## config.mk

```make
export PLATFORM = sky130hd
export DESIGN_NAME = irq_daisy_chain
export DESIGN_NICKNAME = d
export VERILOG_FILES = /design/src/rtl/irq_chain_pkg.sv /design/src/rtl/icn_node.sv /design/src/rtl/icn_vec_out.sv /design/src/rtl/irq_daisy_chain.sv
export SDC_FILE = /design/constraint.sdc
export NUM_CORES = 1
export LEC_CHECK = 0
export BUFFER_PORTS_ARGS = -buffer_cell sky130_fd_sc_hd__buf_2
export CAP_MARGIN = 30
export CORE_MARGIN = 2
export CORE_UTILIZATION = 35
export CTS_BUF_LIST = sky130_fd_sc_hd__clkbuf_4 sky130_fd_sc_hd__clkbuf_8
export CTS_CLUSTER_DIAMETER = 200
export DETAILED_ROUTE_END_ITERATION = 8
export GPL_ROUTABILITY_DRIVEN = 0
export REMOVE_ABC_BUFFERS = 1
export SYNTH_ARGS = -nofsm -noshare
export SYNTH_HDL_FRONTEND = slang
export SYNTH_SLANG_ARGS = --single-unit
```

## constraint.sdc

```tcl
create_clock -name clk -period 2.4 [get_ports clk]
set_input_delay 0.24 -clock clk [delete_from_list [all_inputs] [get_ports clk]]
set_output_delay 0.24 -clock clk [all_outputs]
set_load 0.01 [all_outputs]
```

## src/rtl/irq_chain_pkg.sv

```systemverilog
package irq_chain_pkg;
  localparam int DEF_NODES = 6;
  localparam int DEF_VEC_W = 8;

  // Width of a node index; at least one bit.
  function automatic int idx_width(input int n);
    return (n > 1) ? $clog2(n) : 1;
  endfunction
endpackage

```

## src/rtl/icn_node.sv

```systemverilog
module icn_node #(
  parameter int VEC_W = 8
) (
  input  logic             clk,
  input  logic             rst_n,
  input  logic             req_set,
  input  logic             wr_en,
  input  logic [VEC_W-1:0] wr_vec,
  input  logic             grant_in,
  output logic             grant_out,
  output logic             claim,
  output logic             pend,
  output logic [VEC_W-1:0] vec_claimed
);
  logic             pend_q, pend_d, pend_en;
  logic [VEC_W-1:0] vec_q;

  always_comb begin
    claim       = grant_in & pend_q;
    grant_out   = grant_in & ~pend_q;
    pend_en     = req_set | claim;
    pend_d      = req_set | (pend_q & ~claim);
    vec_claimed = claim ? vec_q : '0;
    pend        = pend_q;
  end

  always_ff @(posedge clk or negedge rst_n) begin
    if (!rst_n) begin
      pend_q <= 1'b0;
    end else if (pend_en) begin
      pend_q <= pend_d;
    end
  end

  always_ff @(posedge clk or negedge rst_n) begin
    if (!rst_n) begin
      vec_q <= '0;
    end else if (wr_en) begin
      vec_q <= wr_vec;
    end
  end

  assert_win_clears_R7: assert property (@(posedge clk) disable iff (!rst_n)
    (claim && !req_set) |=> !pend_q);

  assert_vec_hold_R8: assert property (@(posedge clk) disable iff (!rst_n)
    !wr_en |=> $stable(vec_q));

  assert_idle_keeps_R10: assert property (@(posedge clk) disable iff (!rst_n)
    (pend_q && !grant_in) |=> pend_q);
endmodule

```

## src/rtl/icn_vec_out.sv

```systemverilog
module icn_vec_out #(
  parameter int NODES = 6,
  parameter int VEC_W = 8
) (
  input  logic                   clk,
  input  logic                   rst_n,
  input  logic [NODES-1:0]       claim,
  input  logic [NODES*VEC_W-1:0] vec_flat,
  output logic                   vec_valid,
  output logic [VEC_W-1:0]       vec_data
);
  logic             valid_d;
  logic [VEC_W-1:0] data_d;

  always_comb begin
    valid_d = |claim;
    data_d  = '0;
    for (int i = 0; i < NODES; i++) begin
      data_d = data_d | vec_flat[i*VEC_W +: VEC_W];
    end
  end

  always_ff @(posedge clk or negedge rst_n) begin
    if (!rst_n) begin
      vec_valid <= 1'b0;
      vec_data  <= '0;
    end else begin
      vec_valid <= valid_d;
      vec_data  <= data_d;
    end
  end

  assert_single_claim_R3: assert property (@(posedge clk) disable iff (!rst_n)
    $onehot0(claim));

  assert_idle_zero_R5: assert property (@(posedge clk) disable iff (!rst_n)
    !vec_valid |-> (vec_data == '0));
endmodule

```

## src/rtl/irq_daisy_chain.sv

```systemverilog
module irq_daisy_chain
  import irq_chain_pkg::*;
#(
  parameter int NODES = DEF_NODES,
  parameter int VEC_W = DEF_VEC_W,
  parameter int IDX_W = idx_width(NODES)
) (
  input  logic             clk,
  input  logic             rst_n,
  input  logic [NODES-1:0] req_set,
  input  logic             cfg_we,
  input  logic [IDX_W-1:0] cfg_idx,
  input  logic [VEC_W-1:0] cfg_vec,
  input  logic             int_ack,
  output logic             irq_out,
  output logic             ack_out,
  output logic             vec_valid,
  output logic [VEC_W-1:0] vec_data
);
  logic [1:0]             rst_sync_q;
  logic                   rst_n_s;
  logic [NODES:0]         grant;
  logic [NODES-1:0]       claim, pend, wr_sel;
  logic [NODES*VEC_W-1:0] vec_flat;

  always_ff @(posedge clk or negedge rst_n) begin
    if (!rst_n) rst_sync_q <= 2'b00;
    else        rst_sync_q <= {rst_sync_q[0], 1'b1};
  end
  assign rst_n_s = rst_sync_q[1];

  assign grant[0] = int_ack;

  for (genvar i = 0; i < NODES; i++) begin : g_node
    assign wr_sel[i] = cfg_we && (cfg_idx == IDX_W'(i));
    icn_node #(.VEC_W(VEC_W)) u_node (
      .clk         (clk),
      .rst_n       (rst_n_s),
      .req_set     (req_set[i]),
      .wr_en       (wr_sel[i]),
      .wr_vec      (cfg_vec),
      .grant_in    (grant[i]),
      .grant_out   (grant[i+1]),
      .claim       (claim[i]),
      .pend        (pend[i]),
      .vec_claimed (vec_flat[i*VEC_W +: VEC_W])
    );
  end

  icn_vec_out #(.NODES(NODES), .VEC_W(VEC_W)) u_out (
    .clk       (clk),
    .rst_n     (rst_n_s),
    .claim     (claim),
    .vec_flat  (vec_flat),
    .vec_valid (vec_valid),
    .vec_data  (vec_data)
  );

  assign irq_out = |pend;
  assign ack_out = grant[NODES];

  assert_valid_after_ack_R4: assert property (@(posedge clk) disable iff (!rst_n_s)
    vec_valid |-> $past(int_ack));

  assert_irq_rise_R2: assert property (@(posedge clk) disable iff (!rst_n_s)
    $rose(irq_out) |-> $past(|req_set));

  assert_pass_through_R6: assert property (@(posedge clk) disable iff (!rst_n_s)
    ack_out |-> (int_ack && !irq_out));
endmodule

```

-- Word level (Yosys, flattened, before mapping)
Index checks and enable logic that the tools add are counted.
W data, S select, Z words.
- multiplexer cells: 6
- equality and inequality tests: 5
- reductions and logical operators: 9
- bitwise logic cells: 47
- operators with widths (cell ; count):
    $mux W8 ; 6
    $or A8 B8 Y8 ; 5
    $and A1 B1 Y1 ; 18
    $not A1 Y1 ; 12
    $or A1 B1 Y1 ; 12
    $reduce_or A6 Y1 ; 2
    $eq A3 B2 Y1 const B ; 2
    $eq A3 B3 Y1 const B ; 2
    $logic_and A1 B1 Y1 ; 6
    $eq A3 B1 Y1 const B ; 1
    $logic_not A3 Y1 ; 1
- input bits: 21
- register bits after elaboration: 65
- logic and storage cells: 82
- output and inout port bits: 11

-- Longest topological paths before layout
- depth in word-level cells: 10
- mapped depth: 5
- depth with buffers taken out: 4

-- Modules after synthesis
A second synthesis with hierarchy kept.
- cell total of the unflattened synthesis: 237
- area total of the unflattened synthesis: 3083.0 um2
- modules (own cells, without submodules) (module ; area an instance (um2) ; sequential area each (um2) ; instances ; cells an instance):
    icn_node ; 432.9 ; 225.2 ; 6 ; 31
    icn_vec_out ; 349.1 ; 225.2 ; 1 ; 36
    irq_daisy_chain ; 136.4 ; 50.0 ; 1 ; 15

-- Worst setup path after synthesis
OpenSTA, ideal clock, no wires.
- path kind: register -> output
- start point: reg g_node[1].u_node.pend_q
- end point: out irq_out
- cell stages (with the launch flop): 4
- path buffers: 1
- arrival: 1.064 ns
- setup slack: 1.096 ns
- required time: 2.160 ns
- cells stage by stage: dfrtp_1 clkbuf_1 nor4_1 nand2_1
- cells in the longest elaborated chain, start to end: 1
- RTL lines (what ; RTL line ; RTL):
    start: declaration ; icn_node.sv:15 ; logic pend_q, pend_d, pend_en;
    start signal: assignment ; icn_node.sv:31 ; pend_q <= pend_d;
    $reduce_or A6 Y1 ; irq_daisy_chain.sv:59 ; assign irq_out = |pend;
    end: declaration ; irq_daisy_chain.sv:15 ; output logic irq_out,
No other way between the ends.

-- Final worst setup path
- start point: reg g_node[1].u_node.pend_q
- end point: reg u_out.vec_data[6]
- cells in the longest elaborated chain, start to end: 8
- elaborated cells between the ends (all ways): 20
- those cells by class: mux: 5; bitwise: 15
- RTL lines (what ; RTL line ; RTL):
    $not A1 Y1 ; icn_node.sv:20 ; grant_out = grant_in & ~pend_q;
    $and A1 B1 Y1 ; icn_node.sv:20 ;
    $and A1 B1 Y1, on equally long branches ; icn_node.sv:19, icn_node.sv:20 ;
    $mux W8 (tied with other cells) ; icn_node.sv:23 ; vec_claimed = claim ? vec_q : '0;
    $or A8 B8 Y8 (tied with other cells) (2 in series) ; icn_vec_out.sv:19 ; data_d = data_d | vec_flat[i*VEC_W +: VEC_W];
    $or A8 B8 Y8 or $mux W8 (tied branches) ; icn_vec_out.sv:19, icn_node.sv:23 ;
    $or A8 B8 Y8 (*) ; icn_vec_out.sv:19 ;
    net u_out.data_d[6] ; icn_vec_out.sv:13 ; logic [VEC_W-1:0] data_d;
    end signal: assignment ; icn_vec_out.sv:29 ; vec_data <= data_d;
    end: declaration ; icn_vec_out.sv:10 ; output logic [VEC_W-1:0] vec_data
Mark *: on every way through the listed nets, which the timed path passes. The rest lies on a longest branch.
A chain may end at the register's enable or synchronous reset.

==> metrics.md <==
| Metric | Value |
|---|---|
| Total track usage | `0.141` |
| Port buffer count | `31` |
| Synth top area share | `0.597` |
| Run status | `finished clean` |
| Crit-path max FO | `13` |
| Final max-slew violation count | `0` |
| CP Launch Type | `flop` |
| Slowest-stage cell, CP | `and2_0` |
| Netlist Area Pre-Place | `around 0.0027 sq mm` |
| Post-CTS setup repair buffer count | `0` |
| Met1 Wirelength | `around 2800 um` |
| Seq/Total Area, Yosys | `0.597` |
| CTS resizes | `0` |
| DIE HEIGHT | `~92 um` |
| CTS max path bufs | `2` |
| DRT iter0 DRCs | `70` |
| Layout fillers | `around 740` |
| CTS Hold Bufs | `1` |
| CTS tree | `built` |
| Area Growth Syn to Fin | `18.0%` |
| Worst Tran Pin Value | `0.635 ns` |
| CTS buffer count | `9` |
| Vias | `around 1700` |
| RSZ-0062 raised after global routing | `no` |
| Met3 WL | `258 um` |
| Max-cap violation count | `0` |
| First-pass GRT wire length | `~9000 um` |
| Met2 Wirelength | `2510 um` |
| Synth Flop Type | `dfrtp_1` |
| PwrDens | `approximately 850 mW/mm^2` |
| Mapped Cells | `201` |
| Final hold vios | `0` |
| Post-synth ARST share | `1.00` |
| Setup TNS | `0 ns` |
| Pwr Total | `about 2.7 mW` |
| Die area | `~0.0085 sq mm` |
| Synth area leader | `dfrtp_1` |
| Initial core utilization | `0.356` |
| Die Width | `~90 um` |
| Synthesized area per cell | `13.6 sq um` |
| EDFF count, synth | `0` |
| DR vias/cell | `roughly 5.0` |
| Crit Path Class | `reg -> reg` |
| Clock Skew | `roughly 0.007 ns` |
| Pre-Repair DR Iteration Count | `4` |
| Nets | `around 260` |
| Antenna Violating Nets Remaining | `0` |
| Top post-synthesis cells by area | `dfrtp_1 (60%), mux2_2 (20%), a22oi_1 (2.8%)` |
| Critical Path Max Stage Delay | `between 0.5 and 0.6 ns` |
| Max VDD drop | `about 0.00032 V` |
| Min Tclk post-route | `approximately 2.0 ns` |
| Clock sinks | `65` |
| Clk Latency, worst-skew pair | `0.34 ns` |
| Worst slew margin relative to its limit | `0.577` |
| Htree depth | `3` |
| CP Capture Type | `flop` |
| Gr ovfl total | `0` |
| Critical Path RT | `2.67 ns` |
| Share of cells above drive strength 1 | `0.436` |
| Fmax | `~0.51 GHz` |
| Core Footprint | `around 0.0076 sq mm` |
| Commonest cells in the netlist | `dfrtp_1 (65), mux2_2 (48), nand2_1 (16), a22oi_1 (10), nand3_1 (9)` |
| Cell leakage power | `between 1 and 1.5 nW` |
| WL final | `5610 um` |
| Largest net degree at the start of global routing | `38` |
| Final period util | `0.813` |
| Rows | `32` |
| Remaining DRCs | `0` |
| Antenna Cells | `0` |
| Min-delay worst type | `in -> reg` |
| Worst-path clk slew | `about 0.07 ns` |
| Setup Viol. Count Final | `0` |
| Vias in the first global route | `between 1500 and 2000` |
| Post-synthesis register bit count | `65` |
| Cell at the root of the clock tree | `clkbuf_8` |
| Antenna violations before repair | `0` |
| Cell chain of the critical path | `nor4b_2 -> and2_0 -> a22oi_1 -> nand3_1` |
| Io pins | `32` |
| Critical path data arrival time | `between 2 and 2.5 ns` |
| Ys Warns | `0` |
| WL/cell | `16.4 um` |
| Count leader, synth | `dfrtp_1` |
| Uppermost layer routed | `met4` |
| Cell variety after synth | `30` |
| DP HPWL | `between 3000 and 4000 um` |
critical path, delay by kind of cell, from the launching register on:
kind	cells	cell delay, ns
flops	1	0.54
simple gates	3	1.15
compound gates	1	0.19
layer usage:
metal  global-route usage  vias to the layer above
met5                    0                        -
met4               0.0522                        0
met3               0.0378                        7
met2                0.195                       39
met1                0.211                      864
li1                     -                      805
cell families (layout without fill, tap and decap cells):
group                  Yosys count  count (layout)  share of synthesized area
AO/OA/AOI/OAI                   31              31                     0.0808
buffers and inverters           11              51                     0.0184
flip-flops                      65              65                      0.597
multiplexers                    48              48                      0.198
other                            1               1                    0.00138
AND/OR/NAND/NOR                 45              45                      0.104
power by group:
part	switching [mW]	total [mW]	internal [mW]
Combinational	0.132	0.328	0.196
Clock	0.404	0.991	0.587
Sequential	0.112	1.41	1.30
layout by cell type (no fill, tap or decap), types with 3 or more instances in the layout:
master | Yosys | layout
buf_2 | 7 | 31
mux2_2 | 48 | 48
a221oi_1 | 6 | 6
o21ai_0 | 8 | 8
dfrtp_1 | 65 | 64
nand2_1 | 16 | 16
nand3_1 | 9 | 9
clkbuf_8 | 0 | 12
a21o_1 | 4 | 4
a22oi_1 | 10 | 10
nand2b_1 | 3 | 3
through the flow:
step	setup WS (ns)	area, sq um	instances	util	hold slack [ns]
2_1_floorplan	0.456	2680	191	-	-0.0556
3_3_place_gp	0.625	2990	326	0.391	0.0257
3_5_place_dp	0.538	2990	326	0.391	0.0269
4_1_cts	0.434	3220	343	0.420	0.0640
5_1_grt	0.336	3220	343	0.420	0.0667
6_report	0.448	3220	343	0.420	0.0739
flip-flops by register name, summed over array words and instances (netlist names):
register,cells
u_out.vec_data,8
g_node.u_node.vec_q,48
u_out.vec_valid,1
rst_sync_q,2
g_node.u_node.pend,6
cell type report:
cell class	count	area, sq um	share of cell area
inverters	1	3.75	0.00117
clock inverters	2	35.0	0.0109
flip-flops and latches	65	1630	0.506
well taps	102	128	0.0397
multi-input cells	125	1050	0.326
clock buffers	14	180	0.0560
repair buffers	34	193	0.0599
final timing paths:
kind                                              to                  start  slack (ns)  cells after the start
max in group asynchronous  g_node[1].u_node.vec_q[4]          rst_sync_q[1]        1.48                      1
min                            g_node[0].u_node.pend             req_set[0]        0.07                      2
max                                u_out.vec_data[6]  g_node[1].u_node.pend        0.45                      4
min in group asynchronous              rst_sync_q[1]                  rst_n        0.20                      2
max reg2reg                        u_out.vec_data[6]  g_node[1].u_node.pend        0.45                      4
min reg2reg                g_node[3].u_node.vec_q[3]          rst_sync_q[1]        0.29                      0
No activity file was read; power rests on OpenSTA's default activity.
